$ cat config.mk
export PLATFORM = sky130hd
export DESIGN_NAME = dm_exec
export DESIGN_NICKNAME = d
export VERILOG_FILES = /design/src/rtl/dm_pkg.sv /design/src/rtl/dm_decode.sv /design/src/rtl/dm_agen.sv /design/src/rtl/dm_regfile.sv /design/src/rtl/dm_exec.sv
export SDC_FILE = /design/constraint.sdc
export NUM_CORES = 2
export LEC_CHECK = 0
export BUFFER_PORTS_ARGS = -buffer_cell sky130_fd_sc_hd__buf_2
export CAP_MARGIN = 20
export CORE_MARGIN = 5
export CORE_UTILIZATION = 30
export CTS_CLUSTER_DIAMETER = 50
export DETAILED_ROUTE_END_ITERATION = 8
export PLACE_DENSITY = 0.46
export SLEW_MARGIN = 20
export SYNTH_ARGS = -nofsm -noshare
export SYNTH_HDL_FRONTEND = slang
export SYNTH_SLANG_ARGS = --single-unit
$ cat constraint.sdc
create_clock -name clk -period 13.65 [get_ports clk]
set_clock_uncertainty 0.15 [all_clocks]
set_input_delay 0.6825 -clock clk [delete_from_list [all_inputs] [get_ports clk]]
set_output_delay 0.6825 -clock clk [all_outputs]
set_load 0.05 [all_outputs]
$ cat src/rtl/dm_pkg.sv
package dm_pkg;
   localparam int OPC_W  = 16;
   localparam int RIDX_W = 4;

   typedef enum logic [1:0] {SZ_B = 2'b00, SZ_W = 2'b01, SZ_L = 2'b10} size_e;
   typedef enum logic [1:0] {WS_IMM, WS_REG, WS_MEM} wsrc_e;
   typedef enum logic [1:0] {UP_NONE, UP_PRE, UP_POST} upd_e;

   typedef struct packed {
      logic              legal;
      logic              mem;
      logic              store;
      size_e             size;
      logic              wr_rd;
      logic [RIDX_W-1:0] rd;
      wsrc_e             wsrc;
      logic [RIDX_W-1:0] rs;
      logic [RIDX_W-1:0] rb;
      logic              use_pc;
      logic              use_idx;
      upd_e              upd;
      logic [9:0]        ofs;
      logic [7:0]        imm;
   } dec_t;
endpackage

$ cat src/rtl/dm_decode.sv
module dm_decode
   import dm_pkg::*;
(
   input  logic [OPC_W-1:0] opc,
   output dec_t             dec
);
   logic [3:0] f_hi, f_n, f_m, f_lo;
   logic [7:0] f_d8;

   assign f_hi = opc[15:12];
   assign f_n  = opc[11:8];
   assign f_m  = opc[7:4];
   assign f_lo = opc[3:0];
   assign f_d8 = opc[7:0];

   always_comb begin
      dec      = '0;
      dec.size = SZ_L;
      case (f_hi)
         4'hE: begin
            dec.legal = 1'b1; dec.wr_rd = 1'b1; dec.rd = f_n;
            dec.wsrc  = WS_IMM; dec.imm = f_d8;
         end
         4'h9, 4'hD: begin
            dec.legal  = 1'b1; dec.mem = 1'b1; dec.use_pc = 1'b1;
            dec.wr_rd  = 1'b1; dec.rd  = f_n;  dec.wsrc   = WS_MEM;
            dec.size   = f_hi[2] ? SZ_L : SZ_W;
            dec.ofs    = f_hi[2] ? {f_d8, 2'b00} : {1'b0, f_d8, 1'b0};
         end
         4'h6: begin
            dec.rd = f_n; dec.wr_rd = 1'b1;
            if (f_lo == 4'b0011) begin
               dec.legal = 1'b1; dec.wsrc = WS_REG; dec.rs = f_m;
            end else if (!f_lo[3] && f_lo[1:0] != 2'b11) begin
               dec.legal = 1'b1; dec.mem = 1'b1; dec.wsrc = WS_MEM;
               dec.rb    = f_m;  dec.size = size_e'(f_lo[1:0]);
               dec.upd   = f_lo[2] ? UP_POST : UP_NONE;
            end
         end
         4'h2: begin
            if (!f_lo[3] && f_lo[1:0] != 2'b11) begin
               dec.legal = 1'b1; dec.mem = 1'b1; dec.store = 1'b1;
               dec.rs    = f_m;  dec.rb  = f_n;  dec.size  = size_e'(f_lo[1:0]);
               dec.upd   = f_lo[2] ? UP_PRE : UP_NONE;
            end
         end
         4'h8: begin
            if (f_n[3:1] == 3'b000 || f_n[3:1] == 3'b010) begin
               dec.legal = 1'b1; dec.mem = 1'b1;
               dec.size  = size_e'({1'b0, f_n[0]});
               dec.rb    = f_m;
               dec.ofs   = 10'(f_lo) << f_n[0];
               if (f_n[2]) begin
                  dec.wr_rd = 1'b1; dec.rd = '0; dec.wsrc = WS_MEM;
               end else begin
                  dec.store = 1'b1; dec.rs = '0;
               end
            end
         end
         4'h1: begin
            dec.legal = 1'b1; dec.mem = 1'b1; dec.store = 1'b1;
            dec.rs = f_m; dec.rb = f_n; dec.ofs = {4'b0, f_lo, 2'b00};
         end
         4'h5: begin
            dec.legal = 1'b1; dec.mem = 1'b1; dec.wr_rd = 1'b1; dec.wsrc = WS_MEM;
            dec.rd = f_n; dec.rb = f_m; dec.ofs = {4'b0, f_lo, 2'b00};
         end
         4'h0: begin
            if (f_lo == 4'b0100) begin
               dec.legal = 1'b1; dec.mem = 1'b1; dec.store = 1'b1; dec.size = SZ_B;
               dec.rs = f_m; dec.rb = f_n; dec.use_idx = 1'b1;
            end
         end
         default: dec = dec;
      endcase
   end
endmodule

$ cat src/rtl/dm_agen.sv
module dm_agen
   import dm_pkg::*;
#(
   parameter int W       = 32,
   parameter int PC_STEP = 4
) (
   input  dec_t         dec,
   input  logic [W-1:0] pc,
   input  logic [W-1:0] base_reg,
   input  logic [W-1:0] idx_reg,
   output logic [W-1:0] addr,
   output logic [W-1:0] upd_val
);
   localparam logic [W-1:0] PC_ADV = W'(PC_STEP);

   logic [W-1:0] pc_base, base, step, idx;

   always_comb begin
      pc_base = pc + PC_ADV;
      if (dec.size == SZ_L) pc_base[1:0] = 2'b00;
      base = dec.use_pc  ? pc_base : base_reg;
      idx  = dec.use_idx ? idx_reg : '0;
      step = W'(1) << dec.size;
      if (dec.upd == UP_PRE) addr = base - step;
      else                   addr = base + W'(dec.ofs) + idx;
      upd_val = (dec.upd == UP_PRE) ? addr : base + step;
   end
endmodule

$ cat src/rtl/dm_regfile.sv
module dm_regfile #(
   parameter int W     = 32,
   parameter int NREG  = 16,
   parameter bit CLEAR = 1'b1,
   localparam int IW   = $clog2(NREG)
) (
   input  logic          clk,
   input  logic          rst_n,
   input  logic          wa_en,
   input  logic [IW-1:0] wa_idx,
   input  logic [W-1:0]  wa_dat,
   input  logic          wb_en,
   input  logic [IW-1:0] wb_idx,
   input  logic [W-1:0]  wb_dat,
   input  logic [IW-1:0] ra_idx,
   output logic [W-1:0]  ra_dat,
   input  logic [IW-1:0] rb_idx,
   output logic [W-1:0]  rb_dat,
   output logic [W-1:0]  r0_dat
);
   logic [W-1:0] rf [NREG];

   for (genvar g = 0; g < NREG; g++) begin : g_reg
      logic         hit_a, hit_b;
      logic [W-1:0] q;
      assign hit_a = wa_en && (wa_idx == IW'(g));
      assign hit_b = wb_en && (wb_idx == IW'(g));
      if (CLEAR) begin : g_clr
         always_ff @(posedge clk or negedge rst_n) begin
            if (!rst_n)                q <= '0;
            else if (hit_a || hit_b)   q <= hit_a ? wa_dat : wb_dat;
         end
      end else begin : g_keep
         always_ff @(posedge clk) begin
            if (hit_a || hit_b) q <= hit_a ? wa_dat : wb_dat;
         end
      end
      assign rf[g] = q;
   end

   assign ra_dat = rf[ra_idx];
   assign rb_dat = rf[rb_idx];
   assign r0_dat = rf[0];
endmodule

$ cat src/rtl/dm_exec.sv
module dm_exec
   import dm_pkg::*;
#(
   parameter int W          = 32,
   parameter int NREG       = 16,
   parameter int PC_STEP    = 4,
   parameter bit CLEAR_REGS = 1'b1
) (
   input  logic             clk,
   input  logic             rst_n,
   input  logic             op_valid,
   output logic             op_ready,
   input  logic [OPC_W-1:0] op_code,
   input  logic [W-1:0]     op_pc,
   output logic             op_done,
   output logic             op_illegal,
   output logic             mem_req,
   output logic             mem_we,
   output logic [1:0]       mem_size,
   output logic [W-1:0]     mem_addr,
   output logic [W-1:0]     mem_wdata,
   input  logic             mem_rsp,
   input  logic [W-1:0]     mem_rdata
);
   if (W < 32) begin : g_bad_width
      $error("dm_exec: W must be at least 32");
   end
   if (NREG != 2**RIDX_W) begin : g_bad_nreg
      $error("dm_exec: NREG must match the 4-bit register fields");
   end

   logic             busy, finish;
   logic [OPC_W-1:0] op_q;
   logic [W-1:0]     pc_q;
   dec_t             dec;
   logic [W-1:0]     rs_dat, rb_dat, r0_dat, addr, upd_val, ld_ext, wa_dat;

   always_ff @(posedge clk or negedge rst_n) begin
      if (!rst_n) begin
         busy <= 1'b0;
         op_q <= '0;
         pc_q <= '0;
      end else if (op_valid && op_ready) begin
         busy <= 1'b1;
         op_q <= op_code;
         pc_q <= op_pc;
      end else if (finish) begin
         busy <= 1'b0;
      end
   end

   dm_decode i_dec (.opc(op_q), .dec(dec));

   dm_agen #(.W(W), .PC_STEP(PC_STEP)) i_agen (
      .dec(dec), .pc(pc_q), .base_reg(rb_dat), .idx_reg(r0_dat),
      .addr(addr), .upd_val(upd_val)
   );

   always_comb begin
      case (dec.size)
         SZ_B:    ld_ext = {{(W-8){mem_rdata[7]}},   mem_rdata[7:0]};
         SZ_W:    ld_ext = {{(W-16){mem_rdata[15]}}, mem_rdata[15:0]};
         default: ld_ext = mem_rdata;
      endcase
      case (dec.wsrc)
         WS_IMM:  wa_dat = {{(W-8){dec.imm[7]}}, dec.imm};
         WS_REG:  wa_dat = rs_dat;
         default: wa_dat = ld_ext;
      endcase
   end

   assign op_ready   = !busy;
   assign mem_req    = busy && dec.legal && dec.mem;
   assign finish     = busy && (!mem_req || mem_rsp);
   assign op_done    = finish;
   assign op_illegal = busy && !dec.legal;
   assign mem_we     = dec.store;
   assign mem_size   = dec.size;
   assign mem_addr   = addr;
   assign mem_wdata  = rs_dat;

   dm_regfile #(.W(W), .NREG(NREG), .CLEAR(CLEAR_REGS)) i_rf (
      .clk(clk), .rst_n(rst_n),
      .wa_en(finish && dec.legal && dec.wr_rd), .wa_idx(dec.rd), .wa_dat(wa_dat),
      .wb_en(finish && dec.legal && dec.upd != UP_NONE), .wb_idx(dec.rb), .wb_dat(upd_val),
      .ra_idx(dec.rs), .ra_dat(rs_dat),
      .rb_idx(dec.rb), .rb_dat(rb_dat),
      .r0_dat(r0_dat)
   );
endmodule

==> impl_metrics.tcl <==
set metrics [dict create \
    ys_warn_count 0 \
    insertion_delay_ps 740 \
    combPwrFrac 0.448 \
    cts_tree "done" \
    drtAntennaViolNets 0 \
    rr_startpoint "op_q[13]$_DFFE_PN0P_" \
    run_status "finished clean" \
    rsz0062_at_grt "false" \
    use_met1 0.392 \
    arrival_ps 9700 \
    final-seq-area_um2 14000 \
    fin_crit_ps 10530 \
    port_buffers 154 \
    ys.flop_type "dfrtp_1" \
    root_buffer "clkbuf_16" \
    rows 134 \
    cts.sinks 561 \
    grt_max_degree 95 \
    fin_setup_tns_ps 0 \
    post_cts_resized 0 \
    gr-usage-met2 0.434 \
    syn_nets 4779 \
    max_slew_margin 0.180 \
    hold_buffers 3 \
    p_seq_frac 0.251 \
    slowest_delay_ps 700 \
    maxCapViolCount 0 \
    min_path_type "primary input to register" \
    rrSetupSlack_ps 5340 \
    setup_violations 0 \
    p_total_mw 8.85 \
    ys_async_sr_fraction 1.00 \
    synth-edff-count 0 \
    reg2reg_to "i_rf.g_reg[9].q[21]$_DFFE_PN0P_" \
    post_cts_buffers 0 \
    ys_ff_latch 561 \
    crit_path_frequent_cell "o21ai_0" \
    drt-initial-drc-count 5704 \
    gp_congestion 0.952 \
    h-tree-depth 3 \
    worstPathRequired_ps 12820 \
    clk_path_buf_depth 3 \
    tightest_slew_ps 1230 \
    netlist_instances 4622 \
    cts-buffers-inserted 99 \
    antenna_found_initial 12 \
    fillerInstances 13700 \
    syn_avg_cell_area_um2 8.76 \
    crit_fanout 48 \
    drc 0 \
    grt_overflow 0 \
    crit_type "register to primary output" \
    peakVddDrop_mv 0.109 \
    drv_slew 0 \
    yosysSeqAreaShare 0.347 \
    slowest_stage "buf_4" \
    die_h_um 377 \
    worstHoldStart "op_pc[25]" \
    clk_pin_slew_worst_paths_ps 50 \
    leakagePower_nw 20.2 \
    layout.nets 4776 \
    grt_pass1_wl_um 301000 \
    min_delay_path_depth 2 \
    die_x_um 377 \
    endpoint_kind "primary output" \
    p_per_area_nw_per_um2 189 \
    fp.dieArea_um2 142000 \
    area_growth_pct 15.8 \
    p_int_mw 4.71 \
    dp_hpwl_um 137000 \
    via_per_inst 6.29 \
    initial_core_util 0.302 \
    multi_input_area_um2 24800 \
    drt-total-wl_um 215000 \
    layout_worst_path_cycle_share 0.771 \
    dr_total_vias 40700 \
    dr.pass1.iters 9 \
    cp-start-kind "register" \
    holdPathEnd "pc_q[25]$_DFFE_PN0P_" \
    switching_share 0.468 \
    synth_area_um2 40500 \
    yosysUniqueCellTypes 109 \
    drive_gt1_frac 0.191 \
    routedWlPerCell_um 33.3 \
    rr_worst_depth 22 \
    grt_busiest_layer "met2" \
    hold_viol 0 \
    clkPwrFrac 0.301 \
    track_usage 0.294 \
    power.switching_mw 4.14 \
    fmax_mhz 95.0 \
    num_io_pins 155 \
    first_global_vias 38400 \
    core_area_um2 134000 \
    use_met3 0.0904 \
]
==> cells in the mapped netlist (72+ instances only) <==
library cell | instances | area [µm²]
nor2_1 | 546 | 2050
mux2i_1 | 119 | 1190
nand2_1 | 686 | 2570
nand3_1 | 263 | 1320
mux2_2 | 72 | 811
a211oi_1 | 100 | 751
o21ai_0 | 283 | 1420
clkbuf_1 | 314 | 1180
a21oi_1 | 216 | 1080
mux4_2 | 179 | 4030
xnor2_1 | 73 | 639
a31oi_1 | 251 | 1570
dfrtp_1 | 561 | 14000
==> registers in the layout, summed over array words and instances (netlist names) <==
| signal | flops |
|---|---|
| i_rf.g.q | 480 |
| i_rf.r0_dat | 32 |
| pc_q | 32 |
| op_q | 16 |
| busy | 1 |
==> power by group through the flow <==
stage,registers [mW],logic [mW],clock network [mW]
after detailed placement,2.22,3.86,0
final,2.22,3.97,2.66
after global routing,2.24,4.18,2.75
after floorplan,2.04,2.60,0
after CTS,2.20,3.88,2.68
after global placement,2.22,3.86,0
==> layer usage <==
metal,wire length [µm],part of all wire
met3,24900,0.12
met5,17,0.000079
met2,91900,0.43
met4,11600,0.054
met1,87000,0.40
==> how the worst max path moves through the flow <==
stage / from / end / slack (ps) / depth (start not counted)
after floorplan: op_q[1]$_DFFE_PN0P_ / mem_addr[31] / 4290 / 35
after global placement: op_q[14]$_DFFE_PN0P_ / mem_addr[31] / 3900 / 31
after detailed placement: op_q[14]$_DFFE_PN0P_ / mem_addr[31] / 3920 / 31
after CTS: op_q[14]$_DFFE_PN0P_ / mem_addr[31] / 3150 / 31
after global routing: op_q[14]$_DFFE_PN0P_ / mem_addr[31] / 2410 / 31
final: op_q[14]$_DFFE_PN0P_ / mem_addr[31] / 3120 / 31
==> final cells by class <==
cell class,instances,area share
multi-input cells,3576,0.530
flip-flops and latches,561,0.300
clock buffers,115,0.0559
well taps,1768,0.0472
repair buffers,329,0.0452
clock inverters,68,0.0180
inverters,52,0.00417
diodes,6,0.000320
==> placed cells by master, fill, tap and decap left out, drive strengths merged, types with 13 or more instances in the layout <==
cell      n
o21ai   301
xor2     34
nor2b    50
a32oi    27
bufinv   13
a211oi  102
xnor2    73
buf     325
dfrtp   561
mux2i   119
and2     54
nor3     38
a22oi    47
nand2   688
ha       60
a21o     33
clkinv   31
fa       13
o22ai    47
a31oi   260
a21oi   217
a222oi   20
nor4     14
mux2     74
nand3   270
a221o    22
o211ai   45
inv      65
nor2    547
clkbuf  116
and3     61
mux4    196
==> kinds of logic (layout without fill, tap and decap cells) <==
family                   after synthesis  count (layout)  synth area share
adder cells (fa/ha/maj)               73              73            0.0250
AO/OA/AOI/OAI                       1212            1212             0.193
flip-flops                           561             561             0.347
AND/OR/NAND/NOR                     1793            1793             0.196
multiplexers                         389             389             0.161
other                                  2               8          0.000186
buffers and inverters                485             564            0.0547
XOR/XNOR                             107             107            0.0237
==> metrics by stage <==
step                      utilization  hold slack [ps]  setup WS, ps  area [µm²]  instances
after floorplan                     -              237          4290       40500       4622
after global placement          0.323              342          3900       43200       6276
after detailed placement        0.323              345          3920       43300       6280
after CTS                       0.350            0.373          3150       46800       6466
after global routing            0.350             33.2          2410       46800       6469
final                           0.350             32.6          3120       46900       6475
==> critical path: cells and delay by family, from the launching register on <==
kind,cells,cell delay [ps]
adder cells (fa/ha/maj),3,1200
AND/OR/NAND/NOR,9,2350
XOR/XNOR,2,280
buffers and inverters,5,1380
AO/OA/AOI/OAI,12,3090
flip-flops,1,630
Note: power is estimated with default switching activity, not from simulation.
